===== src/rtl/irq_pkg.sv =====
package irq_pkg;
  localparam int IRQ_W = 16;
  localparam int N_EVT = 5;
  localparam int N_LVL = 2;
  localparam int SYNC_STAGES = 2;

  localparam int B_MAC_TX = 12;
  localparam int B_MAC_RX = 13;
  localparam int B_LINK   = 14;

  // strobe index -> status bit: buf_full, dma_done, proc_pkt, proc_full, proc_wr_done
  localparam logic [N_EVT-1:0][3:0] EVT_POS = {4'd10, 4'd9, 4'd8, 4'd6, 4'd4};

  localparam logic [IRQ_W-1:0] STICKY_MASK = 16'h4750;
  localparam logic [IRQ_W-1:0] LEVEL_MASK  = 16'h3000;
  localparam logic [IRQ_W-1:0] IMPL_MASK   = STICKY_MASK | LEVEL_MASK;

  typedef enum logic {ADDR_STATUS = 1'b0, ADDR_ENABLE = 1'b1} reg_addr_e;
endpackage


===== src/rtl/irq_sync.sv =====
module irq_sync #(
  parameter int W      = 1,
  parameter int STAGES = 2
) (
  input  logic         clk_i,
  input  logic         rst_ni,
  input  logic [W-1:0] d_i,
  output logic [W-1:0] q_o
);
  logic [STAGES-1:0][W-1:0] ff_q;

  for (genvar s = 0; s < STAGES; s++) begin : g_stage
    always_ff @(posedge clk_i or negedge rst_ni) begin
      if (!rst_ni)    ff_q[s] <= '0;
      else if (s == 0) ff_q[s] <= d_i;
      else            ff_q[s] <= ff_q[(s == 0) ? 0 : s-1];
    end
  end

  assign q_o = ff_q[STAGES-1];
endmodule


===== src/rtl/irq_status.sv =====
module irq_status
  import irq_pkg::*;
(
  input  logic             clk_i,
  input  logic             rst_ni,
  input  logic [N_EVT-1:0] evt_i,
  input  logic [N_LVL-1:0] lvl_i,
  input  logic             link_s_i,
  input  logic             clr_i,
  output logic [IRQ_W-1:0] status_q_o,
  output logic [IRQ_W-1:0] status_d_o
);
  logic [IRQ_W-1:0] status_q, status_d, set_v, keep_v;
  logic             link_prev_q, link_chg;

  assign link_chg = link_s_i ^ link_prev_q;

  always_comb begin
    set_v = '0;
    for (int i = 0; i < N_EVT; i++) set_v[EVT_POS[i]] = evt_i[i];
    set_v[B_LINK] = link_chg;
  end

  // set wins over a same-cycle clear
  assign keep_v = clr_i ? ~STICKY_MASK : '1;

  always_comb begin
    status_d = ((status_q & keep_v) | set_v) & STICKY_MASK;
    status_d[B_MAC_TX] = lvl_i[0];
    status_d[B_MAC_RX] = lvl_i[1];
  end

  always_ff @(posedge clk_i or negedge rst_ni) begin
    if (!rst_ni) begin
      status_q    <= '0;
      link_prev_q <= 1'b0;
    end else begin
      status_q    <= status_d;
      link_prev_q <= link_s_i;
    end
  end

  assign status_q_o = status_q;
  assign status_d_o = status_d;

  a_r3_read_clears: assert property (@(posedge clk_i) disable iff (!rst_ni)
    clr_i |=> ((status_q & STICKY_MASK & ~$past(set_v)) == '0));
  a_r4_no_lost_event: assert property (@(posedge clk_i) disable iff (!rst_ni)
    (|set_v) |=> ((status_q & $past(set_v)) == $past(set_v)));
  a_r7_level_follow: assert property (@(posedge clk_i) disable iff (!rst_ni)
    rst_ni |=> (status_q[B_MAC_RX:B_MAC_TX] == $past(lvl_i)));
  a_r8_link_edge: assert property (@(posedge clk_i) disable iff (!rst_ni)
    link_chg |=> status_q[B_LINK]);
endmodule


===== src/rtl/irq_enable.sv =====
module irq_enable
  import irq_pkg::*;
(
  input  logic             clk_i,
  input  logic             rst_ni,
  input  logic             we_i,
  input  logic [IRQ_W-1:0] wdata_i,
  output logic [IRQ_W-1:0] en_q_o,
  output logic [IRQ_W-1:0] en_d_o
);
  logic [IRQ_W-1:0] en_q, en_d;

  assign en_d = we_i ? wdata_i : en_q;

  always_ff @(posedge clk_i or negedge rst_ni) begin
    if (!rst_ni) en_q <= '0;
    else         en_q <= en_d;
  end

  assign en_q_o = en_q;
  assign en_d_o = en_d;

  a_r10_enable_hold: assert property (@(posedge clk_i) disable iff (!rst_ni)
    !we_i |=> $stable(en_q));
  a_r10_enable_load: assert property (@(posedge clk_i) disable iff (!rst_ni)
    we_i |=> (en_q == $past(wdata_i)));
endmodule


===== src/rtl/irq_ctrl.sv =====
module irq_ctrl
  import irq_pkg::*;
(
  input  logic             clk_i,
  input  logic             rst_ni,
  input  logic             bus_req_i,
  input  logic             bus_we_i,
  input  logic             bus_addr_i,
  input  logic [IRQ_W-1:0] bus_wdata_i,
  output logic [IRQ_W-1:0] bus_rdata_o,
  input  logic             buf_full_evt_i,
  input  logic             dma_done_evt_i,
  input  logic             proc_pkt_evt_i,
  input  logic             proc_full_evt_i,
  input  logic             proc_wr_done_evt_i,
  input  logic             mac_tx_irq_i,
  input  logic             mac_rx_irq_i,
  input  logic             link_i,
  output logic             irq_o
);
  logic [IRQ_W-1:0] status_q, status_d, en_q, en_d;
  logic [N_LVL:0]   async_s;
  logic             rd_status, rd_enable, wr_enable, irq_q;

  assign rd_status = bus_req_i & ~bus_we_i & (bus_addr_i == ADDR_STATUS);
  assign rd_enable = bus_req_i & ~bus_we_i & (bus_addr_i == ADDR_ENABLE);
  assign wr_enable = bus_req_i &  bus_we_i & (bus_addr_i == ADDR_ENABLE);

  irq_sync #(.W(N_LVL+1), .STAGES(SYNC_STAGES)) u_sync (
    .clk_i  (clk_i),
    .rst_ni (rst_ni),
    .d_i    ({link_i, mac_rx_irq_i, mac_tx_irq_i}),
    .q_o    (async_s)
  );

  irq_status u_status (
    .clk_i      (clk_i),
    .rst_ni     (rst_ni),
    .evt_i      ({proc_wr_done_evt_i, proc_full_evt_i, proc_pkt_evt_i,
                  dma_done_evt_i, buf_full_evt_i}),
    .lvl_i      (async_s[N_LVL-1:0]),
    .link_s_i   (async_s[N_LVL]),
    .clr_i      (rd_status),
    .status_q_o (status_q),
    .status_d_o (status_d)
  );

  irq_enable u_enable (
    .clk_i   (clk_i),
    .rst_ni  (rst_ni),
    .we_i    (wr_enable),
    .wdata_i (bus_wdata_i),
    .en_q_o  (en_q),
    .en_d_o  (en_d)
  );

  always_ff @(posedge clk_i or negedge rst_ni) begin
    if (!rst_ni) irq_q <= 1'b0;
    else         irq_q <= |(status_d & en_d);
  end

  assign irq_o = irq_q;

  always_comb begin
    bus_rdata_o = '0;
    if (rd_status)      bus_rdata_o = status_q & IMPL_MASK;
    else if (rd_enable) bus_rdata_o = en_q;
  end

  a_r6_irq_matches: assert property (@(posedge clk_i) disable iff (!rst_ni)
    irq_o == |(status_q & en_q));
  a_r5_masked_quiet: assert property (@(posedge clk_i) disable iff (!rst_ni)
    ((status_q & en_q) == '0) |-> !irq_o);
  a_r9_reserved_zero: assert property (@(posedge clk_i) disable iff (!rst_ni)
    rd_status |-> ((bus_rdata_o & ~IMPL_MASK) == '0));
  a_r1_reset_quiet: assert property (@(posedge clk_i) disable iff (!rst_ni)
    $rose(rst_ni) |-> (!irq_o && en_q == '0));
endmodule


===== config.mk =====
export PLATFORM = sky130hd
export DESIGN_NAME = irq_ctrl
export DESIGN_NICKNAME = d
export VERILOG_FILES = /design/src/rtl/irq_pkg.sv /design/src/rtl/irq_sync.sv /design/src/rtl/irq_status.sv /design/src/rtl/irq_enable.sv /design/src/rtl/irq_ctrl.sv
export SDC_FILE = /design/constraint.sdc
export NUM_CORES = 1
export LEC_CHECK = 0
export CORE_MARGIN = 5
export CORE_UTILIZATION = 47
export CTS_CLUSTER_DIAMETER = 50
export DETAILED_ROUTE_END_ITERATION = 10
export GPL_TIMING_DRIVEN = 0
export PLACE_DENSITY = 0.83
export SETUP_SLACK_MARGIN = 0.4
export SYNTH_ARGS = -nofsm -noshare
export SYNTH_HDL_FRONTEND = slang
export SYNTH_SLANG_ARGS = --single-unit

===== constraint.sdc =====
create_clock -name clk_i -period 3.6 [get_ports clk_i]
set_input_delay 0.36 -clock clk_i [delete_from_list [all_inputs] [get_ports clk_i]]
set_output_delay 0.36 -clock clk_i [all_outputs]
set_load 0.01 [all_outputs]

### Word-level counts from Yosys, hierarchy flattened

Cells that the tools add are included.

* register bits: 32
* input port bits: 29
* output and inout port bits: 17
* word-level logic and storage cells: 22

* multiplexer cells: 4
* bitwise logic cells: 11
* reductions and logical operators: 1

Operators with widths (count)
* $mux 16: 3
* $and 15x16->16: 1
* $reduce_or 16->1: 1
* $and 15x15->15: 1
* $mux 15: 1
* $or 15x15->15: 1
* $and 1x1->1: 5
* $not 1->1: 2
* $xor 1x1->1: 1

### Depth between registers and ports, before layout

Gate-level depths: netlist of the first run.

* depth in word-level cells: 8
* mapped depth: 6
* mapped depth without buffers: 4

### Cells and area by module

Synthesis of the first run repeated with hierarchy kept, for this count alone.

* cells, all modules: 110
* area total of the unflattened synthesis: 1524.0 µm²

By module, submodules not included
* irq_enable: times used 1, cells an instance 34, area each 649.4 µm², seq. area each 400.4 µm²
* irq_status: times used 1, cells an instance 36, area each 421.7 µm², seq. area each 225.2 µm²
* irq_ctrl: times used 1, cells an instance 31, area each 280.3 µm², seq. area each 25.0 µm²
* irq_sync: times used 1, cells an instance 9, area each 172.7 µm², seq. area each 150.1 µm²

### Worst setup path before layout of the first run

OpenSTA, ideal clock, no wires.

* path type: input-to-reg
* start: in bus_addr_i
* end: reg irq_q, in the netlist irq_o
* library setup time: 0.139 ns
* arrival time: 1.840 ns
* required time: 3.461 ns
* slack: 1.622 ns
* stages: 6
* buffers on the path: 2
* path through: buf_6 > or3b_1 > buf_2 > a21o_1 > a22o_1 > or4_1

* cells in the longest elaborated chain, start to end: 7
* elaborated cells between the ends (all ways): 9
* classes of those cells: 2 x mux; 6 x bitwise; 1 x reduce/logical

Ends and longest elaborated chain
* from (decl): RTL line irq_ctrl.sv:8 `input logic bus_addr_i,`
* $not 1->1: RTL line irq_ctrl.sv:25 `assign rd_status = bus_req_i & ~bus_we_i & (bus_addr_i == ADDR_STATUS);`
* $and 1x1->1: RTL line irq_ctrl.sv:25
* $mux 15: RTL line irq_status.sv:25 `assign keep_v = clr_i ? ~STICKY_MASK : '1;`
* $and 15x15->15: RTL line irq_status.sv:28 `status_d = ((status_q & keep_v) | set_v) & STICKY_MASK;`
* $or 15x15->15: RTL line irq_status.sv:28
* via status_d[4]: RTL line irq_ctrl.sv:21 `logic [IRQ_W-1:0] status_q, status_d, en_q, en_d;`
* $and 15x16->16: RTL line irq_ctrl.sv:59 `else irq_q <= |(status_d & en_d);`
* $reduce_or 16->1: RTL line irq_ctrl.sv:59
* to (signal assigned): RTL line irq_ctrl.sv:59
* to (decl): RTL line irq_ctrl.sv:23 `logic rd_status, rd_enable, wr_enable, irq_q;`

The timed path passes the listed nets, and every way through them passes these cells.

### Final worst setup path of the first run

* start: in bus_req_i
* end: out bus_rdata_o[11]

* cells in the longest elaborated chain, start to end: 4
* elaborated cells between the ends (all ways): 5
* classes of those cells: 2 x mux; 3 x bitwise

Ends and longest elaborated chain
* from (decl): RTL line irq_ctrl.sv:6 `input logic bus_req_i,`
* $and 1x1->1 (*): RTL line irq_ctrl.sv:25, irq_ctrl.sv:26
* $and 1x1->1: RTL line irq_ctrl.sv:26 `assign rd_enable = bus_req_i & ~bus_we_i & (bus_addr_i == ADDR_ENABLE);`
* $mux 16: RTL line irq_ctrl.sv:67 `else if (rd_enable) bus_rdata_o = en_q;`
* $mux 16 (*): RTL line irq_ctrl.sv:66 `if (rd_status) bus_rdata_o = status_q & IMPL_MASK;`
* to (decl): RTL line irq_ctrl.sv:10 `output logic [IRQ_W-1:0] bus_rdata_o,`

Every way passes the cells marked *; elsewhere a longest branch is shown, timed or not.

==> results of run 1 <==
area by class of cell:
class	instances	area [um^2]	area share
sequential	32	800.8	0.4345
multi-input combinational	56	466.7	0.2532
timing repair buffer	44	435.4	0.2363
clock buffer	7	65.06	0.03530
tap	31	38.79	0.02105
buffer	5	28.78	0.01561
inverter	2	7.507	0.004073
final timing paths:
check	endpoint	from	depth (start not counted)	slack (ns)
max reg2reg	irq_o	u_sync.q_o[2]	4	2.06
min in group clk_i	u_sync.q_o[2]	u_sync.ff_q[2]	0	0.36
max in group asynchronous	u_status.status_q_o[12]	rst_ni	1	3.09
max	bus_rdata_o[11]	bus_req_i	4	1.20
min reg2reg	u_sync.q_o[2]	u_sync.ff_q[2]	0	0.36
min	u_enable.en_q_o[14]	rst_ni	1	0.06
worst reg2reg max path: cells and delay by family, from the launching register on:
family                    cells  cell delay [ns]
and+or+nand+nor               1             0.49
xor gates and xnor gates      1             0.13
AOI/OAI and AO/OA             2             0.42
DFF                           1             0.40
state kept, by name (all words and copies together) (netlist names):
| register | count |
|---|---|
| irq_o | 1 |
| u_enable.en_q_o | 16 |
| u_status.link_prev_q | 1 |
| u_status.status_q_o | 8 |
| u_sync.ff_q | 3 |
| u_sync.q_o | 3 |
placed cells by master (no fill, tap or decap), types with 2 or more instances in the layout:
cell type,Yosys,layout
sky130_fd_sc_hd__clkdlybuf4s50_1,0,43
sky130_fd_sc_hd__dfrtp_1,32,32
sky130_fd_sc_hd__mux2_2,15,15
sky130_fd_sc_hd__mux2i_1,9,9
sky130_fd_sc_hd__nor2_1,8,8
sky130_fd_sc_hd__and3_1,8,8
sky130_fd_sc_hd__a21o_1,5,5
sky130_fd_sc_hd__clkbuf_4,0,5
sky130_fd_sc_hd__buf_2,2,3
sky130_fd_sc_hd__a22o_1,3,3
sky130_fd_sc_hd__clkbuf_1,2,2
sky130_fd_sc_hd__inv_1,2,2
sky130_fd_sc_hd__clkbuf_8,0,2
cell usage after synthesis (all sizes together):
cell type / count / area, um^2
nor2: 8 / 30.03
mux2i: 9 / 90.09
a21o: 5 / 37.54
and3: 8 / 50.05
or3b: 1 / 8.760
clkbuf: 2 / 7.510
buf: 3 / 21.27
dfrtp: 32 / 800.8
nand2b: 1 / 6.260
nand3: 1 / 10.01
mux2: 15 / 168.9
nor2b: 1 / 6.260
a21boi: 1 / 7.510
inv: 2 / 7.510
xnor2: 1 / 8.760
a22o: 3 / 26.28
or4: 1 / 7.510
o2bb2ai: 1 / 8.760
layer usage:
metal / part of all wire / up-vias / wire [um] / GRT usage
met5: 0 / - / 0 / 0
met4: 0.0076 / 0 / 21 / 0.03979
met3: 0.051 / 4 / 141 / 0.06115
met2: 0.53 / 19 / 1475 / 0.2694
met1: 0.41 / 445 / 1139 / 0.1810
li1: - / 432 / - / -
cells by family after synthesis:
logic type,synth area share
xor gates and xnor gates,0.006719
muxes,0.1987
and+or+nand+nor,0.09118
AOI/OAI and AO/OA,0.06143
DFF,0.6142
buffers and inverters,0.02784
report_power, final:
part           total, uW  internal, uW  switching (uW)
Sequential           422           402            19.3
Combinational        148          91.1            56.4
Clock                224           111             113
Total                793           604             189
per-stage QoR:
step	instance area, um^2	hold slack (ns)	std cells	power (uW)	worst slack (ns)
floorplan	1304	0.06441	95	501.2	1.622
global placement	1783	0.3341	170	570.8	1.139
detailed placement	1783	0.3379	170	580.0	1.086
CTS	1848	0.3586	177	800.9	1.180
global route	1843	0.1037	177	839.0	1.109
finish	1843	0.06433	177	793.1	1.199
==> results_dict.tcl, run 1 <==
set metrics [dict create \
    outcome "finished, final reports clean" \
    worst_clk_skew_ns 0.01541 \
    period_share 0.6671 \
    synthesis.nets 124 \
    drt_first_pass_iters 4 \
    slew_worst_pin_ns 0.6748 \
    pin_count 46 \
    cp_cell_sequence "clkdlybuf4s50_1, nor2b_1, and3_1, clkdlybuf4s50_1" \
    layout.core_utilization 0.6801 \
    drive_above_1_share 0.1849 \
    clock_tree.root_cell "sky130_fd_sc_hd__clkbuf_4" \
    start_kind "input port" \
    drt.antenna.violating_nets 0 \
    grt_overflow_total 0 \
    insertion_delay_ns 0.33 \
    finalHoldViolCount 0 \
    groute.usage.overall 0.1565 \
    portBuffers 44 \
    power_per_cell_area_nw_per_um2 430.3 \
    synth.ff_latch_count 32 \
    post_cts_resized 0 \
    p_leak_uw 0.0008120 \
    highest_fanout_seen_on_the_critical_path 8 \
    route.detailed.vias_per_inst 5.085 \
    numCtsBuffers 5 \
    floorplan.rows 19 \
    synth.cell_area_um2 1304 \
    cpLargestDelayFamily "buffers and inverters" \
    first_global_vias 980 \
    cap_viol_max_count 0 \
    grt_first_pass_wirelength_mm 4.857 \
    fp.dieW_um 62.67 \
    fmax_mhz 416.4 \
    avg_inst_size_synth_um2 13.72 \
    post_synth_num_cell_types 19 \
    tns_ns 0 \
    start_util 0.4811 \
    final-max-slew-violation-count 0 \
    die_height_um 62.67 \
    routed_wl_mm 2.778 \
    fin_crit_ns 2.401 \
    num_antenna_cells 0 \
    critical_setup_path_kind "in2out" \
    cts.reportedPaths.clkPinSlew_ns 0.10 \
    nFillCells 209 \
    die_area_um2 3928 \
    cp_data_arrival_time_ns 2.04 \
    finalSetupViolations 0 \
    cts_setup_buffers 0 \
    final_nets 175 \
    critical_path_buf_inv_count 2 \
    cpPeakStageDelay_ns 0.53 \
    core_um2 2710 \
    clock_sinks 32 \
    hpwlAfterDp_mm 2.166 \
    initialDrtViolationCount 21 \
    drt_drc_violations_left 0 \
    cts.hold.buffers_added 0 \
    initial_antenna_violation_count 0 \
    crit_path_end_kind "output pin" \
    grt_max_degree 33 \
    yosys_warnings 0 \
    flow.area_growth_from_synthesis_pct 41.36 \
    cp_slowest_cell "sky130_fd_sc_hd__clkdlybuf4s50_1" \
    clock_tree_from_tritoncts "done" \
    maxSlewHeadroom 0.5501 \
    hold_class "in2async" \
    wl_per_cell_um 15.69 \
    path_common_cell "sky130_fd_sc_hd__clkdlybuf4s50_1" \
    synth_cells 95 \
    cp.required_ns 3.24 \
    htreeDepth 2 \
    synth-seq-area-share 0.6142 \
    peakVddDrop_v 0.0004004 \
    final_weighted_congestion_in_routability_driven_placement 0.7658 \
    vias 900 \
    clock_tree.buffer_depth 2 \
    grt_setup_unrepaired "false" \
]
No activity file was read; power rests on OpenSTA's default activity.
==> inputs of run 2 (changes only) <==
CORE_UTILIZATION = 39   (was 47)
PLACE_DENSITY = 0.74   (was 0.83)
clock period = 2.17 ns   (was 3.6 ns; I/O delays follow)
==> results_dict.tcl, run 2 (synthesis gave the netlist of run 1 again) <==
set metrics [dict create \
    outcome "finished, final reports clean" \
    cp_data_arrival_time_ns 1.91 \
    timing.hold.ws_ns 0.3230 \
    final_cell_mix "sky130_fd_sc_hd__dfrtp_1, sky130_fd_sc_hd__clkdlybuf4s50_1, sky130_fd_sc_hd__dlygate4sd2_1, sky130_fd_sc_hd__mux2_2, sky130_fd_sc_hd__mux2i_1" \
    power_after_layout_uw 1280 \
    final_nets 178 \
    seq_power_share 0.545 \
    die_height_um 67.82 \
    num_antenna_cells 0 \
    routed.top_layer "met4" \
    finalSetupViolations 0 \
    hpwlAfterDp_mm 2.051 \
    mostFrequentLayoutCell "sky130_fd_sc_hd__dfrtp_1" \
    drt_drc_violations_left 0 \
    met3_wirelength_um 182 \
    drt_first_pass_iters 2 \
    finalHoldViolCount 0 \
    numCtsBuffers 5 \
    die_area_um2 4600 \
    insertion_delay_ns 0.32 \
    hold_class "in2reg" \
    clock_tree_from_tritoncts "done" \
    grt_max_degree 33 \
    floorplan.rows 21 \
    pin_count 46 \
    p_sw_frac 0.2393 \
    tns_ns 0 \
    start_util 0.3970 \
    p_leak_uw 0.0009003 \
    htreeDepth 2 \
    initialDrtViolationCount 16 \
    start_kind "input port" \
    routed_wl_mm 2.728 \
    peakVddDrop_v 0.0003036 \
    wl_met1_mm 1.064 \
    grt_overflow_total 0 \
    crit_path_end_kind "register" \
    cp.required_ns 2.38 \
    cts.reportedPaths.clkPinSlew_ns 0.09 \
    vias 929 \
    clock_tree.root_cell "sky130_fd_sc_hd__clkbuf_4" \
    flip_flop_count_of_the_largest_register_after_layout 16 \
    flow.area_growth_from_synthesis_pct 44.24 \
    nFillCells 293 \
    grt_first_pass_wirelength_mm 4.547 \
    power.share.combinational 0.188 \
    worst_clk_skew_ns 0.008824 \
    final_weighted_congestion_in_routability_driven_placement 0.7781 \
    clock_sinks 32 \
    drt.antenna.violating_nets 0 \
    core_um2 3284 \
    critical_setup_path_kind "in2reg" \
    groute.usage.overall 0.1376 \
    total_switching_power_uw 306.4 \
    clock_tree.buffer_depth 2 \
    route.detailed.vias_per_inst 4.740 \
    layout.core_utilization 0.5726 \
    first_global_vias 953 \
    highest_fanout_seen_on_the_critical_path 10 \
    wl_per_cell_um 13.92 \
    period_share 0.7831 \
    final-max-slew-violation-count 0 \
    wl_met2_mm 1.449 \
    fin_crit_ns 1.699 \
    cap_viol_max_count 0 \
    initial_antenna_violation_count 0 \
    maxSlewHeadroom 0.5453 \
    internal-power_uw 973.9 \
    power_per_cell_area_nw_per_um2 680.8 \
    slew_worst_pin_ns 0.6821 \
    fp.dieW_um 67.82 \
    drive_above_1_share 0.2067 \
    fmax_mhz 588.5 \
    portBuffers 44 \
    clock_power_share 0.268 \
    grt_setup_unrepaired "false" \
]
-- run 2: cell types whose count changed in the layout (fill, tap and decap cells not counted), sizes merged --
cell / change
clkdlybuf4s50: -17
dlygate4sd2: +16
clkbuf: +2
dlygate4sd3: +1
buf: +2
-- run 2: stage by stage --
| stage | worst slack (ns) | std cells | instance area (um^2) |
|---|---|---|---|
| 2_1_floorplan | 0.3822 | 95 | 1313 |
| 3_3_place_gp | -0.1512 | 185 | 1810 |
| 3_5_place_dp | -0.1692 | 185 | 1810 |
| 4_1_cts | 0.4263 | 195 | 1877 |
| 5_1_grt | 0.4192 | 196 | 1881 |
| 6_report | 0.4707 | 196 | 1881 |
-- run 2: repair_timing --
action                                 4_1_cts  5_1_grt
endpoints found under the hold margin        0       32
resized for setup                           22        5
buffers inserted                             2        0
pin swaps                                    0        0
setup endpoints to repair                   17        1
hold buffers                                 0        1
-- run 2: area by class of cell --
| type | count | area (um^2) | share of cell area |
|---|---|---|---|
| well taps | 46 | 57.56 | 0.03061 |
| inverters | 2 | 7.507 | 0.003992 |
| flip-flops and latches | 32 | 800.8 | 0.4258 |
| clock buffers | 8 | 58.81 | 0.03127 |
| plain buffers | 5 | 46.29 | 0.02462 |
| repair buffers | 47 | 435.4 | 0.2315 |
| multi-input cells | 56 | 474.2 | 0.2522 |
-- run 2: power by group through the flow --
stage	Clock (uW)	Combinational [uW]	Sequential, uW
floorplan	0	132	702
global route	383	265	708
finish	343	240	697
CTS	355	245	698
detailed placement	0	251	711
global placement	0	244	706
-- run 2: path summary, 6_finish.rpt --
check / startpoint / to / slack, ns / cells past startpoint
min in group asynchronous: rst_ni / u_status.status_q_o[13] / 0.46 / 2
max in group asynchronous: rst_ni / u_status.status_q_o[6] / 1.27 / 2
worst max-delay path: bus_req_i / irq_o / 0.47 / 6
worst max register to register: u_enable.en_q_o[9] / irq_o / 0.66 / 3
worst min-delay path: link_i / u_sync.ff_q[2] / 0.32 / 1
worst min register to register: u_sync.ff_q[1] / u_sync.q_o[1] / 0.35 / 0
-- run 2: metal layers --
layer	up-vias	track usage
met5	-	0
met3	6	0.05911
li1	443	-
met2	20	0.2382
met1	460	0.1487
met4	0	0.05211
-- run 2: critical path: stages --
cell and delay (ns):
sky130_fd_sc_hd__dlygate4sd2_1 0.27, sky130_fd_sc_hd__nand3_2 0.19, sky130_fd_sc_hd__buf_4 0.23, sky130_fd_sc_hd__mux2_2 0.37
sky130_fd_sc_hd__o2bb2ai_1 0.14, sky130_fd_sc_hd__or4_1 0.49
